File: src/rtl/sleep_wake_ctrl.sv
module sleep_wake_ctrl #(
  parameter int CNT_W    = 8,
  parameter int HALT_CYC = 4
) (
  input  logic             clk,
  input  logic             rst_n,
  input  logic             sleep_en,
  input  logic [2:0]       mode_sel,
  input  logic             sleep_strobe,
  input  logic [6:0]       wake_src,
  input  logic             async_mode,
  input  logic             ext_xtal,
  input  logic [CNT_W-1:0] startup_cycles,
  output logic             clk_en_cpu,
  output logic             clk_en_io,
  output logic             clk_en_adc,
  output logic             clk_en_async,
  output logic             osc_en,
  output logic             core_halt,
  output logic             resume
);

  localparam int HC_W = $clog2(HALT_CYC + 1);
  localparam int CW   = (CNT_W > HC_W) ? CNT_W : HC_W;

  typedef enum logic [1:0] {S_RUN, S_SLEEP, S_START, S_HALT} st_t;
  typedef enum logic [2:0] {M_IDLE, M_ADCQ, M_PDOWN, M_PSAVE, M_STBY} md_t;

  st_t           st;
  md_t           mode_q, mode_eff;
  logic [CW-1:0] cnt;
  logic [6:0]    wake_mask;
  logic          deep, wake;
  logic [4:0]    en;

  always_comb begin
    case (mode_sel)
      3'b001:  mode_eff = M_ADCQ;
      3'b010:  mode_eff = M_PDOWN;
      3'b011:  mode_eff = M_PSAVE;
      3'b110:  mode_eff = ext_xtal ? M_STBY : M_PDOWN;
      default: mode_eff = M_IDLE;
    endcase
  end

  assign deep = (mode_q == M_PDOWN) || (mode_q == M_PSAVE) || (mode_q == M_STBY);

  always_comb begin
    case (mode_q)
      M_IDLE:  wake_mask = 7'b111_1111;
      M_ADCQ:  wake_mask = {1'b0, 1'b1, async_mode, async_mode, 1'b1, 1'b0, 1'b1};
      M_PSAVE: wake_mask = {1'b0, 1'b0, async_mode, async_mode, 1'b1, 1'b0, 1'b1};
      default: wake_mask = 7'b000_0101;
    endcase
  end

  assign wake = |(wake_src & wake_mask);

  always_comb begin
    en = 5'b11111;
    case (st)
      S_HALT: en = 5'b01111;
      S_SLEEP, S_START: begin
        case (mode_q)
          M_IDLE:  en = 5'b01111;
          M_ADCQ:  en = 5'b00111;
          M_PSAVE: en = {3'b000, async_mode, 1'b0};
          M_STBY:  en = 5'b00001;
          default: en = 5'b00000;
        endcase
        if (st == S_START) en[0] = 1'b1;
      end
      default: en = 5'b11111;
    endcase
  end

  assign {clk_en_cpu, clk_en_io, clk_en_adc, clk_en_async, osc_en} = en;
  assign core_halt = (st != S_RUN);

  always_ff @(posedge clk or negedge rst_n) begin
    if (!rst_n) begin
      st     <= S_RUN;
      mode_q <= M_IDLE;
      cnt    <= '0;
      resume <= 1'b0;
    end else begin
      resume <= 1'b0;
      case (st)
        S_RUN: if (sleep_strobe && sleep_en) begin
          st     <= S_SLEEP;
          mode_q <= mode_eff;
        end
        S_SLEEP: if (wake) begin
          if (deep && startup_cycles != '0) begin
            st  <= S_START;
            cnt <= CW'(startup_cycles);
          end else begin
            st  <= S_HALT;
            cnt <= CW'(HALT_CYC - 1);
          end
        end
        S_START: begin
          if (cnt <= CW'(1)) begin
            st  <= S_HALT;
            cnt <= CW'(HALT_CYC - 1);
          end else begin
            cnt <= cnt - CW'(1);
          end
        end
        default: begin
          if (cnt == '0) begin
            st     <= S_RUN;
            resume <= 1'b1;
          end else begin
            cnt <= cnt - CW'(1);
          end
        end
      endcase
    end
  end

  AST_STROBE_IGNORED: assert property (@(posedge clk) disable iff (!rst_n)
    (st == S_RUN && sleep_strobe && !sleep_en) |=> !core_halt);
  AST_STROBE_ENTERS: assert property (@(posedge clk) disable iff (!rst_n)
    (st == S_RUN && sleep_strobe && sleep_en) |=> core_halt);
  AST_EDGE_DEEP_IGNORED: assert property (@(posedge clk) disable iff (!rst_n)
    (st == S_SLEEP && mode_q != M_IDLE && wake_src == 7'b000_0010) |=> (st == S_SLEEP));
  AST_SHALLOW_SKIPS_START: assert property (@(posedge clk) disable iff (!rst_n)
    (st == S_SLEEP && !deep && wake) |=> (st == S_HALT));
  AST_RELEASE_AFTER_STALL: assert property (@(posedge clk) disable iff (!rst_n)
    $fell(core_halt) |-> (resume && $past(st == S_HALT, 1) && $past(st == S_HALT, 4)));
  AST_RESUME_ONE_CYCLE: assert property (@(posedge clk) disable iff (!rst_n)
    resume |=> !resume);
  AST_START_OSC_ON: assert property (@(posedge clk) disable iff (!rst_n)
    (st == S_START) |-> (osc_en && !clk_en_cpu));

endmodule

File: config.mk
export PLATFORM = sky130hd
export DESIGN_NAME = sleep_wake_ctrl
export DESIGN_NICKNAME = d
export VERILOG_FILES = /design/src/rtl/sleep_wake_ctrl.sv
export SDC_FILE = /design/constraint.sdc
export NUM_CORES = 1
export LEC_CHECK = 0
export ABC_AREA = 1
export BUFFER_PORTS_ARGS = -buffer_cell sky130_fd_sc_hd__buf_2
export CORE_ASPECT_RATIO = 0.9
export CORE_MARGIN = 2
export CORE_UTILIZATION = 36
export CTS_BUF_LIST = sky130_fd_sc_hd__clkbuf_4 sky130_fd_sc_hd__clkbuf_8 sky130_fd_sc_hd__clkbuf_16
export CTS_CLUSTER_SIZE = 12
export DETAILED_ROUTE_END_ITERATION = 10
export PLACE_DENSITY_LB_ADDON = 0.1
export SYNTH_ARGS = -nofsm -noshare
export SYNTH_HDL_FRONTEND = slang
export SYNTH_SLANG_ARGS = --single-unit
File: constraint.sdc
create_clock -name clk -period 1.6 [get_ports clk]
set_input_delay 0.48 -clock clk [delete_from_list [all_inputs] [get_ports clk]]
set_output_delay 0.48 -clock clk [all_outputs]
set_load 0.005 [all_outputs]
After elaboration in Yosys (flattened, before gate mapping)
Index checks and enable logic that the tools add are counted.
{ "op_classes": {"add_sub_neg": 1, "order_cmp": 1, "n_eq_ne": 15, "mux": 19, "bitwise_logic": 2, "n_reduce_logical": 16} }
{ "op_table": {"columns": ["cell", "n"], "rows": [
  ["$mux W8", 4],
  ["$pmux W8 S3", 1],
  ["$pmux W7 S3", 1],
  ["$pmux W4 S4", 1],
  ["$eq A3 B2 Y1 const B", 4],
  ["$pmux W3 S4", 1],
  ["$pmux W5 S2", 1],
  ["$le A8 B1 Y1 const B", 1],
  ["$logic_not A8 Y1", 1],
  ["$mux W2", 4],
  ["$reduce_bool A8 Y1", 1],
  ["$sub A8 B1 Y8 const B", 1],
  ["$and A7 B7 Y7", 1],
  ["$reduce_or A7 Y1", 1],
  ["$eq A3 B1 Y1 const B", 2],
  ["$eq A3 B3 Y1 const B", 2],
  ["$pmux W2 S3", 1],
  ["$eq A2 B2 Y1 const B", 2],
  ["$mux W1", 4],
  ["$ne A2 B2 Y1 const B", 2],
  ["$reduce_and A4 Y1", 1],
  ["$reduce_bool A4 Y1", 1],
  ["$logic_not A3 Y1", 1],
  ["$mux W3", 1],
  ["12 further kinds", 14]
]} }
{ "totals": {"reg_bits": 14, "out_inout_bits": 7} }

Longest topological paths before layout
{ "logic_depth": {"word_depth": 7, "ltp_mapped": 11, "mapped_depth_nobuf": 11} }

Least setup slack after synthesis
Ideal clock, no wire load.
{ "synth_timing": {"path_type": "reg2out", "start": "register st[1]", "end": "output osc_en", "arrival_ns": 1.358, "t_required_ns": 1.120, "path_slack_ns": -0.238, "path_stages_with_launch": 7, "cell_sequence": "dfrtp_1 -> inv_1 -> ha_1 -> buf_2 -> inv_1 -> o21ai_0 -> o21bai_1"} }
{ "synth_between": {"elab_chain_cells": 3} }
{ "synth_lines": {"columns": ["element", "line", "source"], "rows": [
  ["start: declaration", "29", "st_t st;"],
  ["start signal: assignment", "82", "st <= S_RUN;"],
  ["start signal: assignment", "90", "st <= S_SLEEP;"],
  ["start signal: assignment", "95", "st <= S_START;"],
  ["$eq A2 B2 Y1 / $eq A2 B1 Y1 (equally long branches)", "61, 71", null],
  ["$mux W1 / $reduce_or A2 Y1 (equally long branches)", "71, 61", null],
  ["$pmux W5 S2 (*)", "61", "case (st)"],
  ["end: declaration", "18", "output logic osc_en,"]
]} }
Every way passes the cells marked *; elsewhere a longest branch is shown, timed or not.

Final worst setup path
{ "layout_timing": {"start": "register st[0]", "end": "output osc_en"} }
The elaborated chain is that of the path after synthesis.

==> load_flow_metrics.sql <==
INSERT INTO impl_metrics (metric_group, metric, value, unit) VALUES
('status', 'outcome', 'finished with violations', ''),
('status', 'violations', 'setup timing', ''),
('power', 'power.leakage', '1.01', 'nW'),
('timing', 'setup_viol', '5', ''),
('floorplanning', 'dieArea', '4140', 'um^2'),
('route', 'detailed_routing_iterations_pass_1', '4', ''),
('finish', 'num_antenna_cells', '0', ''),
('route', 'remaining_drc_errors', '0', ''),
('critical_path', 'end_kind', 'primary output', ''),
('logic_synthesis', 'synth_seq_cells', '14', ''),
('critical_path', 'arrival', '1380', 'ps'),
('global_route', 'first_global_vias', '1146', ''),
('logic_synthesis', 'synth.largest_area_cell', 'dfrtp_1', ''),
('floorplanning', 'io_pins', '31', ''),
('place', 'post_place_instance_area', '1640', 'um^2'),
('logic_synthesis', 'post-synth-top-area-fraction', '26.7', '%'),
('route', 'wire_per_inst', '11.0', 'um'),
('timing', 'fin_ws', '-261', 'ps'),
('cts', 'worst_setup_hold_path_clk_slew', '60', 'ps'),
('cts', 'cts.sink_count', '14', ''),
('logic_synthesis', 'ys_top_cells_by_area', 'dfrtp_1 27%, nand2_1 23%, inv_1 8.6%', ''),
('power', 'p_per_area', '2180', 'nW/um^2'),
('route', 'drt-vias-per-instance', '4.47', ''),
('finish', 'multiInputGateArea', '928', 'um^2'),
('logic_synthesis', 'syn-mean-instance-area', '6.24', 'um^2'),
('logic_synthesis', 'synth_async_sr_flop_share', '100', '%'),
('timing', 'worstMarginPinSlew', '313', 'ps'),
('floorplanning', 'core_ar', '3430', 'um^2'),
('finish', 'register_area', '350', 'um^2'),
('logic_synthesis', 'ys_seq_area_share', '26.7', '%'),
('timing', 'layout_min_cycle_time', '1860', 'ps'),
('place', 'place.gp.congestion', '0.784', ''),
('timing', 'final_max_slew_viol_count', '0', ''),
('route', 'drt_iter0_drc', '38', ''),
('place', 'portBuffers', '30', ''),
('floorplanning', 'floorplan.initialDensity', '38.2', '%'),
('timing', 'achievable-frequency', '537', 'MHz'),
('cts', 'cts-root-to-sink-buffers', '2', ''),
('logic_synthesis', 'count_of_yosys_warnings_during_synthesis', '0', ''),
('finish', 'fillCellCount', '342', ''),
('cts', 'tritoncts', 'built', ''),
('timing', 'max-slew-margin-rel', '79.1', '%'),
('finish', 'non_filler_cell_area_final', '1820', 'um^2'),
('logic_synthesis', 'synth.lib_cells_used.distinct', '26', ''),
('logic_synthesis', 'synth-edff-count', '0', ''),
('logic_synthesis', 'synth_nets', '240', ''),
('timing', 'report.final.hold_viol_count', '0', ''),
('timing', 'finalCritPeriodShare', '116', '%'),
('floorplanning', 'rows', '20', ''),
('route', 'vias', '1359', ''),
('min_path', 'min-delay-path-class', 'primary input to async pin', ''),
('finish', 'layout_overhead_on_the_synthesized_area', '38.9', '%'),
('cts', 'tritoncts.num_buffers', '3', ''),
('critical_path', 'setup.worst_path.class', 'flop to primary output', ''),
('global_route', 'wire_length_of_the_first_global_routing_pass', '5.49', 'mm'),
('finish', 'layout-drive-gt1-share', '36.9', '%'),
('global_route', 'grt_antenna_before_repair', '0', ''),
('cts', 'clk_root_buffer_cell', 'clkbuf_8', ''),
('timing', 'timing.clock.skew', '3.81', 'ps'),
('critical_path', 'setup.worst_path.start_class', 'flop', ''),
('critical_path', 'timing.critical_path.required', '1120', 'ps'),
('route', 'ant_nets', '0', ''),
('logic_synthesis', 'synthesis.instances', '210', ''),
('run', 'max_cap_viol_count', '0', ''),
('timing', 'hold_slack', '126', 'ps'),
('critical_path', 'path_max_fanout', '4', ''),
('finish', 'layout.nets', '291', ''),
('cts', 'skew_pair_late_insertion_delay', '240', 'ps'),
('global_route', 'globalRoute.totalOverflow', '0', ''),
('global_route', 'grt.total_usage', '17.4', '%'),
('floorplanning', 'die_h', '61.3', 'um'),
('cts', 'htree_levels', '1', ''),
('logic_synthesis', 'synthFlopType', 'dfrtp_1', ''),
('place', 'detailed_place_hpwl', '2.75', 'mm'),
('logic_synthesis', 'syn_area', '1310', 'um^2'),
('route', 'routed_wl', '3.35', 'mm'),
('timing', 'rsz0062_at_grt', 'yes', ''),
('floorplanning', 'overall_die_width', '67.6', 'um'),
('power', 'irDropWorstVdd', '0.738', 'mV'),
('global_route', 'grt_start_max_net_pins', '15', '');
==> worst max-delay path, cell delays in order, from the launching register on <==
cell      delay [ps]
dfrtp_1          410
inv_2             70
ha_4             280
inv_4             40
o21ai_2          110
o21bai_1         110
buf_2            130
==> layer usage <==
layer / GRT usage [%] / up-vias / part of all wire [%]
li1: - / 748 / -
met1: 30.0 / 586 / 57
met4: 3.50 / 0 / 0.27
met5: 0 / - / 0
met2: 23.1 / 23 / 40
met3: 1.10 / 2 / 2.7
==> layout make-up <==
class                           count  area share [%]
Timing Repair Buffer               48            16.8
Tap cell                           44            3.02
Inverter                           32            7.01
Clock buffer                        4            3.02
Multi-Input combinational cell    162            51.0
Sequential cell                    14            19.2
==> placed cells by master (no fill, tap or decap) <==
master / netlist / final
o211ai_2: 1 / 1
or2_2: 2 / 2
nand3_1: 15 / 14
nand2_4: 1 / 3
o21ai_0: 7 / 6
nor2_2: 3 / 5
inv_4: 1 / 3
o22ai_2: 0 / 1
buf_2: 1 / 28
ha_1: 6 / 3
inv_1: 30 / 26
o21bai_1: 1 / 1
dfrtp_1: 14 / 14
clkbuf_8: 0 / 4
nand3_4: 1 / 2
nor2_4: 4 / 4
nand2_1: 82 / 75
xor2_1: 3 / 3
nand2_2: 8 / 13
nand4_1: 2 / 2
inv_2: 1 / 3
nor3_2: 2 / 1
buf_4: 0 / 16
o21ai_2: 0 / 1
ha_4: 0 / 3
nor3_4: 0 / 1
a21oi_1: 2 / 2
nor2_1: 19 / 17
o21ai_1: 1 / 1
nand3_2: 1 / 1
buf_6: 0 / 4
==> what timing repair did <==
item / 4_1_cts / 5_1_grt
gates cloned: 0 / 0
pin swaps: 4 / 9
hold buffers: 0 / 0
resized for setup: 8 / 17
setup buffers: 2 / 2
endpoints found under the setup margin: 7 / 15
==> synth_stat cells (2+ instances only) <==
library cell and instances:
a21oi_1 2, nor2_1 19, nor3_2 2, ha_1 6, nand2_1 82, xor2_1 3
dfrtp_1 14, inv_1 30, nand3_1 15, or2_2 2, o21ai_0 7, nor2_4 4
nor2_2 3, nand4_1 2, nand2_2 8
==> sequential cells by signal, summed over array words and instances, names as in the netlist <==
signal and flops:
st 2, resume 1, mode_q 3, cnt 8
==> metrics by stage <==
| step | TNS [ps] | power [mW] | std cells | util (%) | worst slack, ps |
|---|---|---|---|---|---|
| 2_1_floorplan | -12.0 | 2.46 | 210 | - | -12.0 |
| 3_3_place_gp | 0 | 3.28 | 297 | 47.8 | 1.17 |
| 3_5_place_dp | -23.8 | 3.28 | 297 | 47.8 | -23.8 |
| 4_1_cts | -873 | 3.77 | 303 | 50.7 | -255 |
| 5_1_grt | -1280 | 4.38 | 304 | 53.1 | -332 |
| 6_report | -897 | 3.98 | 304 | 53.1 | -261 |
==> power by group <==
group / switching [mW] / leakage (nW) / internal, mW / total [mW]
clock: 0.112 / 0.0288 / 0.217 / 0.329
combinational: 1.70 / 0.804 / 1.29 / 2.99
sequential: 0.154 / 0.181 / 0.504 / 0.659
total: 1.96 / 1.01 / 2.02 / 3.98
==> kinds of logic after synthesis <==
group	Yosys count	share of synthesized area [%]
buf+inv	34	10.0
simple gates	140	49.7
compound gates	13	5.82
fa+ha+maj	6	5.73
xor+xnor	3	2.00
flops	14	26.7
==> path summary, 6_finish.rpt <==
kind | startpoint | end | slack, ps | cells past startpoint
worst min-delay path | rst_n | mode_q[0] | 130 | 1
worst max register to register | st[0] | cnt[4] | 50 | 8
max in group asynchronous | rst_n | cnt[4] | 1230 | 1
min in group clk | mode_sel[0] | mode_q[2] | 470 | 2
worst max-delay path | st[0] | osc_en | -260 | 6
worst min register to register | cnt[1] | cnt[1] | 500 | 2
(Power assumes the default switching activity.)
